### config.mk
export PLATFORM = sky130hd
export DESIGN_NAME = bus_strobe_gen
export DESIGN_NICKNAME = d
export VERILOG_FILES = /design/src/rtl/bus_strobe_pkg.sv /design/src/rtl/bsg_phase_decode.sv /design/src/rtl/bsg_ale_gate.sv /design/src/rtl/bsg_psen_gate.sv /design/src/rtl/bus_strobe_gen.sv
export SDC_FILE = /design/constraint.sdc
export NUM_CORES = 1
export LEC_CHECK = 0
export ABC_AREA = 0
export BUFFER_PORTS_ARGS = -buffer_cell sky130_fd_sc_hd__buf_2
export CAP_MARGIN = 10
export CORE_AREA = 2 2 39 41
export DETAILED_ROUTE_END_ITERATION = 16
export DIE_AREA = 0 0 41 43
export HOLD_SLACK_MARGIN = 0.03
export PLACE_DENSITY = 0.4
export SYNTH_ARGS = -nofsm -noshare
export SYNTH_HDL_FRONTEND = slang
export SYNTH_SLANG_ARGS = --single-unit
### constraint.sdc
create_clock -name clk -period 2.3 [get_ports clk]
set_clock_uncertainty 0.1 [all_clocks]
set_input_delay 0.345 -clock clk [delete_from_list [all_inputs] [get_ports clk]]
set_output_delay 0.345 -clock clk [all_outputs]
set_load 0.03 [all_outputs]
### src/rtl/bus_strobe_pkg.sv
package bus_strobe_pkg;

    typedef struct packed {
        logic ale;
        logic psen_n;
        logic ale_pu;
    } strobe_t;

    localparam strobe_t STROBE_RESET = '{ale: 1'b0, psen_n: 1'b1, ale_pu: 1'b0};

endpackage

### src/rtl/bsg_phase_decode.sv
module bsg_phase_decode #(
    parameter int CYC_LEN  = 12,
    parameter int PH_W     = 4,
    parameter int ALE_OFS  = 0,
    parameter int ALE_W    = 2,
    parameter int PSEN_OFS = 3,
    parameter int PSEN_W   = 3
) (
    input  logic [PH_W-1:0] phase,
    output logic            in_cycle,
    output logic            late_half,
    output logic            ale_win,
    output logic            psen_win
);
    localparam int HALF = CYC_LEN / 2;

    int ph_i;
    int pos_i;

    always_comb begin
        ph_i      = int'(phase);
        in_cycle  = (ph_i < CYC_LEN);
        late_half = (ph_i >= HALF);
        pos_i     = late_half ? (ph_i - HALF) : ph_i;
        ale_win   = in_cycle && (pos_i >= ALE_OFS) && (pos_i < ALE_OFS + ALE_W);
        psen_win  = in_cycle && (pos_i >= PSEN_OFS) && (pos_i < PSEN_OFS + PSEN_W);
    end

endmodule

### src/rtl/bsg_ale_gate.sv
module bsg_ale_gate (
    input  logic ale_win,
    input  logic late_half,
    input  logic xdata_cyc,
    input  logic movc_cyc,
    input  logic ext_exec,
    input  logic ale_off,
    output logic ale_nxt,
    output logic pu_nxt
);
    logic off_eff;
    logic bus_access;
    logic parked;
    logic skip_slot;

    always_comb begin
        off_eff    = ale_off && !ext_exec;
        bus_access = xdata_cyc || movc_cyc;
        parked     = off_eff && !bus_access;
        skip_slot  = xdata_cyc && late_half;
        ale_nxt    = ale_win && !parked && !skip_slot;
        pu_nxt     = parked;
    end

endmodule

### src/rtl/bsg_psen_gate.sv
module bsg_psen_gate (
    input  logic psen_win,
    input  logic ext_exec,
    input  logic xdata_cyc,
    output logic psen_n_nxt
);
    always_comb begin
        psen_n_nxt = !(psen_win && ext_exec && !xdata_cyc);
    end

endmodule

### src/rtl/bus_strobe_gen.sv
module bus_strobe_gen
    import bus_strobe_pkg::*;
#(
    parameter int CYC_LEN  = 12,
    parameter int PH_W     = 4,
    parameter int ALE_OFS  = 0,
    parameter int ALE_W    = 2,
    parameter int PSEN_OFS = 3,
    parameter int PSEN_W   = 3
) (
    input  logic            clk,
    input  logic            rst_n,
    input  logic            osc_tick,
    input  logic [PH_W-1:0] phase,
    input  logic            xdata_cyc,
    input  logic            movc_cyc,
    input  logic            ext_exec,
    input  logic            ale_off,
    output logic            ale,
    output logic            psen_n,
    output logic            ale_pu
);
    logic in_cycle;
    logic late_half;
    logic ale_win;
    logic psen_win;
    logic ale_nxt;
    logic pu_nxt;
    logic psen_n_nxt;

    strobe_t st_d;
    strobe_t st_q;

    bsg_phase_decode #(
        .CYC_LEN (CYC_LEN),
        .PH_W    (PH_W),
        .ALE_OFS (ALE_OFS),
        .ALE_W   (ALE_W),
        .PSEN_OFS(PSEN_OFS),
        .PSEN_W  (PSEN_W)
    ) u_decode (
        .phase    (phase),
        .in_cycle (in_cycle),
        .late_half(late_half),
        .ale_win  (ale_win),
        .psen_win (psen_win)
    );

    bsg_ale_gate u_ale (
        .ale_win  (ale_win),
        .late_half(late_half),
        .xdata_cyc(xdata_cyc),
        .movc_cyc (movc_cyc),
        .ext_exec (ext_exec),
        .ale_off  (ale_off),
        .ale_nxt  (ale_nxt),
        .pu_nxt   (pu_nxt)
    );

    bsg_psen_gate u_psen (
        .psen_win  (psen_win),
        .ext_exec  (ext_exec),
        .xdata_cyc (xdata_cyc),
        .psen_n_nxt(psen_n_nxt)
    );

    always_comb begin
        st_d = st_q;
        if (osc_tick) begin
            st_d.ale    = ale_nxt;
            st_d.psen_n = psen_n_nxt;
            st_d.ale_pu = pu_nxt;
        end
    end

    always_ff @(posedge clk or negedge rst_n) begin
        if (!rst_n) begin
            st_q <= STROBE_RESET;
        end else begin
            st_q <= st_d;
        end
    end

    assign ale    = st_q.ale;
    assign psen_n = st_q.psen_n;
    assign ale_pu = st_q.ale_pu;

    logic unused_ok;
    assign unused_ok = in_cycle;

endmodule

=== After elaboration in Yosys (flattened, before gate mapping) ===
Cells that the tools add are included.

* Register bits after elaboration: 3
* Word-level logic and storage cells: 29

* Magnitude comparators: 6
* Mux-type cells: 1
* Reductions and logical operators: 18
* Add/subtract/negate cells: 1

{| class="wikitable"
|+ Operators by type and width
! kind !! number
|-
| $ge 32x1->1 const B || 1
|-
| $ge 32x3->1 const B || 1
|-
| $lt 32x3->1 const B || 1
|-
| $lt 32x4->1 const B || 1
|-
| $mux 32 || 1
|-
| $logic_and 1x1->1 || 11
|-
| $logic_not 1->1 || 6
|-
| $sub 4x3->5 const B || 1
|-
| $ge 4x3->1 const B || 1
|-
| $lt 4x4->1 const B || 1
|-
| $logic_or 1x1->1 || 1
|}

=== Longest topological paths before layout ===
Gate-level depths: netlist (run 1).

* Depth in word-level cells: 8
* Depth in mapped cells: 7
* Depth with buffers taken out: 7

=== Cells and area by module ===
Synthesis (run 1) repeated with hierarchy kept, for this count alone.

* Cell total of the unflattened synthesis: 29
* Area total of the unflattened synthesis: 286.5 um2

{| class="wikitable"
|+ Modules (own cells, without submodules)
! module !! area each (um2) !! sequential area each (um2) !! times used !! cells an instance
|-
| bsg_phase_decode || 133.9 || 0.0 || 1 || 19
|-
| bus_strobe_gen || 110.1 || 76.3 || 1 || 6
|-
| bsg_ale_gate || 35.0 || 0.0 || 1 || 3
|-
| bsg_psen_gate || 7.5 || 0.0 || 1 || 1
|}

=== Worst setup path after synthesis (run 1) ===
OpenSTA, ideal clock, no wires.

* Kind: in2reg
* From: input port phase[1]
* To: register st_q (netlist bit psen_n)
* Required time: 2112 ps
* Path slack: 774 ps
* Library setup time: 88 ps
* Path buffers: 0
* Stages: 6
* Arrival: 1338 ps
* Cells stage by stage: ha_1 -> inv_1 -> ha_1 -> a21boi_2 -> a221oi_1 -> or3_1

* Longest elaborated chain between the ends: 8
* Elaborated cells between the ends (all ways): 11
* Classes of those cells: add/sub: 1; order compare: 4; mux: 1; reduce/logical: 5

{| class="wikitable"
|+ RTL lines
! element !! RTL line !! source
|-
| from (decl) || bus_strobe_gen.sv:14 || <nowiki>input logic [PH_W-1:0] phase,</nowiki>
|-
| $sub 4x3->5 or $ge 4x3->1 (tied branches) || bsg_phase_decode.sv:24, bsg_phase_decode.sv:23 ||
|-
| $mux 32 || bsg_phase_decode.sv:24 || <nowiki>pos_i = late_half ? (ph_i - HALF) : ph_i;</nowiki>
|-
| $ge 32x3->1 || bsg_phase_decode.sv:26 || <nowiki>psen_win = in_cycle && (pos_i >= PSEN_OFS) && (pos_i < PSEN_OFS + PSEN_W);</nowiki>
|-
| $logic_and 1x1->1 || bsg_phase_decode.sv:26 ||
|-
| $logic_and 1x1->1 (*) || bsg_phase_decode.sv:26 ||
|-
| $logic_and 1x1->1 (*) (2 in a row) || bsg_psen_gate.sv:8 || <nowiki>psen_n_nxt = !(psen_win && ext_exec && !xdata_cyc);</nowiki>
|-
| $logic_not 1->1 (*) || bsg_psen_gate.sv:8 ||
|-
| to (signal assigned) || bus_strobe_gen.sv:80 || <nowiki>st_q <= st_d;</nowiki>
|-
| to (decl) || bus_strobe_gen.sv:32 || <nowiki>strobe_t st_q;</nowiki>
|}

Mark *: on every way between the ends. The rest lies on a longest branch, timed or not.
A chain may end at the register's enable or synchronous reset.

=== Final worst setup path (run 1) ===
Same ends and word-level chain as after synthesis.

==> flow_metrics.tcl, run 1 <==
set metrics [dict create \
    outcome "finished clean" \
    start_util 0.192 \
    leakage_nw 0.190 \
    postCtsSetupRepairBufs 0 \
    routed_via_density 4.52 \
    worstPathMaxFanout 6 \
    holdWs_ps 337 \
    r2r_end "psen_n" \
    rows 14 \
    clock-sinks 3 \
    maxCapViolCount 0 \
    worst_pin_slew_ps 361 \
    antennaDiodeCount 0 \
    place_congestion 0.627 \
    cp-startpoint "phase[1]" \
    io_buffers 13 \
    clock.fmax_mhz 654 \
    crit_end "psen_n" \
    pwr-share-seq 0.292 \
    hold_violations 0 \
    clk_path_buf_depth 2 \
    syn_area_um2 265 \
    placed_cells 60 \
    fillerInstances 153 \
    worstSetupEndpointType "register" \
    finalSetupTns_ps 0 \
    max-slew-margin-rel 0.756 \
    ys.flop_type "dfrtp_1" \
    clock_latency_ps 230 \
    p_clk_frac 0.467 \
    hold_path_class "in -> async" \
    peakVddDrop_v 0.000250 \
    fin_crit_sh 0.665 \
    synth_edf_count 0 \
    h-tree-depth 1 \
    gr-usage-all-layers 0.0945 \
    yosysWarnings 0 \
    swShare 0.276 \
    final_max_slew_viol_count 0 \
    syn_to_final_growth_pct 45.8 \
    p_int_w 0.000142 \
    setup_violations 0 \
    grt_max_degree 7 \
    ctsHoldBuffers 1 \
    ff2ff_path_depth 3 \
    path_cells "buf_2 -> ha_1 -> inv_1 -> ha_1 -> a21boi_2 -> a221oi_1 -> or3_1" \
    drive_above_1_share 0.469 \
    cp_slowest_cell "or3_1" \
    dpl.hpwl_um 554 \
    critPathKind "in -> reg" \
    cts_root_buffer "clkbuf_4" \
    die-height_um 43 \
    drt-total-wl_um 660 \
    cp-start-kind "input port" \
    drt_iter0_drc 3 \
    fin_crit_ps 1530 \
    path_clk_slew_ps 40 \
    fp.dieArea_mm2 0.00176 \
    combPwrFrac 0.241 \
    p_per_area_mw_per_mm2 508 \
    cts-resized-gates 0 \
    nets 64 \
    fin_cells 65 \
    ys_ff_latch 3 \
    ys_seq_area_frac 0.288 \
    routedWlPerCell_um 10.2 \
    num_vias 294 \
    die_w_um 41 \
    crit_arrival_ps 1580 \
    antenna_found_initial 0 \
    ys_types 21 \
    critPathMaxStageDelay_ps 390 \
    cts_tree "yes" \
    worst_path_most_repeated_cell "ha_1" \
    async_reset_ff_frac 1.00 \
    grt_pass1_wl_um 1120 \
    worstReg2RegStart "psen_n" \
    rsz0062_at_grt "no" \
    ios 14 \
    reg2reg_slack_ps 1160 \
    first_global_vias 279 \
    critical_path_required_ps 2350 \
    dr.pass1.iters 2 \
    numCtsBuffers 3 \
    synth_fp_nets 45 \
    p_switching_w 0.0000542 \
    core_area_mm2 0.00138 \
    syn_area_per_cell_um2 8.56 \
    antenna_left 0 \
    overflow 0 \
    drc_errors 0 \
    synthCells 31 \
]
[sequential cells by signal (all words and copies together), names as in the netlist]
| signal | flops |
|---|---|
| ale_pu | 1 |
| ale | 1 |
| psen_n | 1 |
[placed cells by master, fill, tap and decap left out]
cell type / netlist / routed
ha_1: 3 / 3
o31ai_1: 1 / 1
nor2b_1: 1 / 1
a21boi_2: 1 / 1
mux2_2: 1 / 1
inv_1: 2 / 2
o22ai_1: 1 / 1
clkbuf_4: 0 / 3
o21ai_0: 1 / 1
a211oi_2: 1 / 1
dfrtp_1: 2 / 2
a221oi_1: 1 / 1
nor3_1: 1 / 1
nand2_1: 3 / 3
o21ai_1: 1 / 1
inv_2: 3 / 3
or3_1: 1 / 1
nor2_1: 2 / 2
clkbuf_1: 0 / 1
nor4b_1: 1 / 1
mux2i_1: 1 / 1
buf_2: 0 / 13
a21oi_1: 2 / 2
dlygate4sd3_1: 0 / 1
dfstp_2: 1 / 1
[how the worst min path moves through the flow]
| stage | start | endpoint | slack [ps] | cells after the start |
|---|---|---|---|---|
| 2_1_floorplan | rst_n | ale | -50 | 0 |
| 3_3_place_gp | rst_n | ale_pu | 50 | 1 |
| 3_5_place_dp | rst_n | ale | 40 | 1 |
| 4_1_cts | rst_n | ale | 330 | 2 |
| 5_1_grt | rst_n | ale | 330 | 2 |
| 6_report | rst_n | ale | 340 | 2 |
[per-layer routing]
metal  routed length (um)  share of wire  vias up  global-route usage
met1                  275           0.42      138               0.116
met3                   57          0.086        0              0.0262
met5                    0              0        -                   0
li1                     -              -      147                   -
met2                  327           0.50        9               0.138
met4                    0              0        0              0.0600
[power groups by stage]
| stage | logic, W | registers (W) | clock network [W] |
|---|---|---|---|
| after floorplan | 0.0000209 | 0.0000629 | 0 |
| after global placement | 0.0000470 | 0.0000582 | 0 |
| after detailed placement | 0.0000468 | 0.0000579 | 0 |
| after CTS | 0.0000483 | 0.0000573 | 0.0000975 |
| after global routing | 0.0000535 | 0.0000576 | 0.000101 |
| final | 0.0000474 | 0.0000573 | 0.0000917 |
[critical path: cells and delay by family]
family / cells / cell delay (ps)
buffers and inverters: 2 / 180
adders and majority gates: 2 / 440
AOI/OAI and AO/OA: 2 / 220
and+or+nand+nor: 1 / 390
[kinds of logic (layout without fill, tap and decap cells)]
| kind of cell | count (synthesis) | in the layout | share of synthesized area |
|---|---|---|---|
| AO/OA/AOI/OAI | 9 | 9 | 0.250 |
| AND/OR/NAND/NOR | 9 | 9 | 0.170 |
| buffers and inverters | 5 | 23 | 0.0708 |
| adder cells (fa/ha/maj) | 3 | 3 | 0.142 |
| flip-flops | 3 | 3 | 0.288 |
| multiplexers | 2 | 2 | 0.0802 |
[metrics by stage]
stage | power [W] | utilization | setup slack [ps] | area [um^2]
3_5_place_dp | 0.000105 | 0.253 | 511 | 350
3_3_place_gp | 0.000105 | 0.253 | 531 | 350
5_1_grt | 0.000212 | 0.279 | 668 | 387
4_1_cts | 0.000203 | 0.279 | 756 | 387
6_report | 0.000196 | 0.279 | 771 | 387
2_1_floorplan | 0.0000838 | - | 774 | 265
[synthesized netlist by cell type (2+ instances only)]
cell | number | area, um^2
ha_1 | 3 | 37.5
inv_2 | 3 | 11.3
inv_1 | 2 | 7.51
dfrtp_1 | 2 | 50.1
a21oi_1 | 2 | 10.0
nand2_1 | 3 | 11.3
nor2_1 | 2 | 7.51
[layout make-up]
type / instances / area [um^2] / area share
Inverter: 5 / 18.8 / 0.0485
Multi-Input combinational cell: 23 / 170 / 0.440
Clock buffer: 4 / 26.3 / 0.0680
Sequential cell: 3 / 76.3 / 0.197
Timing Repair Buffer: 14 / 75.1 / 0.194
Tap cell: 16 / 20.0 / 0.0518
Power figures use the tool's default switching activity.
==> inputs of run 2 (changes only) <==
--- a/config.mk
+++ b/config.mk
@@ -5,14 +5,14 @@
 export SDC_FILE = /design/constraint.sdc
 export NUM_CORES = 1
 export LEC_CHECK = 0
-export ABC_AREA = 0
+export ABC_AREA = 1
 export BUFFER_PORTS_ARGS = -buffer_cell sky130_fd_sc_hd__buf_2
 export CAP_MARGIN = 10
 export CORE_AREA = 2 2 39 41
 export DETAILED_ROUTE_END_ITERATION = 16
 export DIE_AREA = 0 0 41 43
 export HOLD_SLACK_MARGIN = 0.03
-export PLACE_DENSITY = 0.4
+export PLACE_DENSITY = 0.42
 export SYNTH_ARGS = -nofsm -noshare
 export SYNTH_HDL_FRONTEND = slang
 export SYNTH_SLANG_ARGS = --single-unit
==> constraint.sdc (replaced) <==
create_clock -name clk -period 1.39 [get_ports clk]
set_clock_uncertainty 0.1 [all_clocks]
set_input_delay 0.2085 -clock clk [delete_from_list [all_inputs] [get_ports clk]]
set_output_delay 0.2085 -clock clk [all_outputs]
set_load 0.03 [all_outputs]
==> run 2 against run 1 <==
Net effect: combinational power grew 97%; highest routed layer unchanged; sequential power grew 71%; worst setup slack lost 630 ps; final cell count grew 17%.
==> flow_metrics.tcl, run 2 <==
set metrics [dict create \
    outcome "finished clean" \
    path_clk_slew_ps 40 \
    leakage_nw 0.229 \
    antenna_found_initial 0 \
    nets 75 \
    crit_arrival_ps 940 \
    crit_buf_inv 1 \
    peakVddDrop_v 0.000389 \
    finalPower_w 0.000349 \
    numCtsBuffers 3 \
    yosysWarnings 0 \
    place_congestion 0.699 \
    path_cells "buf_2" \
    synth_most_common_cell "inv_1" \
    swShare 0.302 \
    critPathMaxStageDelay_ps 520 \
    start_util 0.199 \
    whs_path_depth 3 \
    routed_via_density 4.04 \
    drt-total-wl_um 648 \
    final_cell_mix "buf_2 (13), inv_1 (8), nand2_1 (7)" \
    cp_slowest_cell "dfstp_2" \
    worstSetupEndpointType "primary output" \
    synth_top_area_cell "dfrtp_1" \
    clock_latency_ps 230 \
    p_int_w 0.000243 \
    clk_path_buf_depth 2 \
    placed_cells 71 \
    syn_to_final_growth_pct 49.5 \
    async_reset_ff_frac 1.00 \
    netlist.area_leader.share 0.182 \
    dr.pass1.iters 3 \
    first_global_vias 311 \
    combPwrFrac 0.268 \
    holdWs_ps 142 \
    synth_fp_nets 54 \
    worst_pin_slew_ps 177 \
    worstPathMaxFanout 2 \
    grt_pass1_wl_um 1170 \
    synth_edf_count 0 \
    overflow 0 \
    max-slew-margin-rel 0.881 \
    worstHoldStart "osc_tick" \
    worstReg2RegStart "psen_n" \
    h-tree-depth 1 \
    drc_errors 0 \
    fin_crit_sh 0.896 \
    io_buffers 13 \
    fp.dieArea_mm2 0.00176 \
    final.setup.worst_slack_ps 144 \
    drive_above_1_share 0.367 \
    fin_cells 76 \
    synthTopCellsByCount "inv_1 (8), nand2_1 (7)" \
    syn_area_per_cell_um2 6.88 \
    rows 14 \
    hold-path-endpoint "psen_n" \
    num_vias 307 \
    r2r_end "psen_n" \
    ys_top_cells_by_area "dfrtp_1 (18%), ha_1 (14%), inv_1 (11%), dfstp_2 (9.5%), nand2_1 (9.5%)" \
    pwr-share-seq 0.281 \
    p_per_area_mw_per_mm2 847 \
    syn_area_um2 275 \
    clock.fmax_mhz 803 \
    stdcell_area_um2 412 \
    pre_cts_ws_ps -21.5 \
    postCtsSetupRepairBufs 0 \
    hold_violations 0 \
    routedWlPerCell_um 8.53 \
    cts_root_buffer "clkbuf_4" \
    setup_violations 0 \
    clock-sinks 3 \
    cts_tree "yes" \
    p_clk_frac 0.451 \
    gr-usage-all-layers 0.102 \
    die_w_um 41 \
    maxCapViolCount 0 \
    rsz0062_at_grt "no" \
    dpl.hpwl_um 526 \
    final_max_slew_viol_count 0 \
    grt_max_degree 6 \
    core_area_mm2 0.00138 \
    drt_iter0_drc 4 \
    ys.flop_type "dfrtp_1" \
    antennaDiodeCount 0 \
    crit_family "flip-flops" \
    fin_crit_ps 1250 \
    ys_ff_latch 3 \
    synthCells 40 \
    ff2ff_path_depth 2 \
    critPathKind "reg -> out" \
    ys_types 16 \
    crit_cells 1 \
    antenna_left 0 \
    dpl_cell_area_um2 375 \
    die-height_um 43 \
    p_switching_w 0.000105 \
    reg2reg_slack_ps 550 \
    hold_path_class "in -> reg" \
    cp-start-kind "register" \
    ys_seq_area_frac 0.277 \
    ios 14 \
    critical_path_required_ps 1080 \
    final_common_cell "buf_2" \
]
-- run 2: changes by cell type after synthesis, moves of 2 or more --
cell and delta:
inv_2 -3, nand3_1 +3, nand2_2 +2, nand2_1 +4
inv_1 +6
-- run 2: cell type report --
cell class / count / area [um^2]
Sequential cell: 3 / 76.3
Multi-Input combinational cell: 29 / 169
Fill cell: 166 / 972
Inverter: 8 / 30.0
Clock buffer: 4 / 26.3
Timing Repair Buffer: 16 / 90.1
Tap cell: 16 / 20.0
-- run 2: per-layer routing --
layer	wire, um	global-route usage	up-vias
li1	-	-	167
met1	295	0.110	131
met2	312	0.153	9
met3	41	0.0785	0
met4	0	0.0200	0
met5	0	0	-
-- run 2: cells by family (layout without fill, tap and decap cells) --
kind of cell,count (synthesis),count (layout),synth area share
simple gates,17,17,0.282
compound gates,9,9,0.195
buf+inv,8,28,0.109
fa+ha+maj,3,3,0.136
flops,3,3,0.277
-- run 2: how the worst max path moves through the flow --
| stage | start | end | slack [ps] |
|---|---|---|---|
| 2_1_floorplan | phase[1] | psen_n | 170 |
| 3_3_place_gp | phase[1] | psen_n | -9 |
| 3_5_place_dp | phase[1] | psen_n | -20 |
| 4_1_cts | psen_n | psen_n | 130 |
| 5_1_grt | psen_n | psen_n | 100 |
| 6_report | psen_n | psen_n | 140 |
-- run 2: per-stage QoR --
stage,setup TNS [ps],util
floorplan,0,-
global placement,-8.87,0.271
detailed placement,-21.5,0.271
CTS,0,0.297
global route,0,0.297
finish,0,0.297
-- run 2: timing repair --
item                                    4_1_cts  5_1_grt
hold buffers                                  1        0
endpoints found under the setup margin        0        0
gates resized for setup                       0        0
hold endpoints to repair                      3        0
-- run 2: power by group through the flow --
stage | Combinational, W | Sequential, W | Clock, W
floorplan | 0.0000400 | 0.000112 | 0
global placement | 0.0000929 | 0.0000987 | 0
detailed placement | 0.0000926 | 0.0000988 | 0
CTS | 0.0000956 | 0.0000981 | 0.000167
global route | 0.000108 | 0.0000987 | 0.000183
finish | 0.0000935 | 0.0000979 | 0.000157
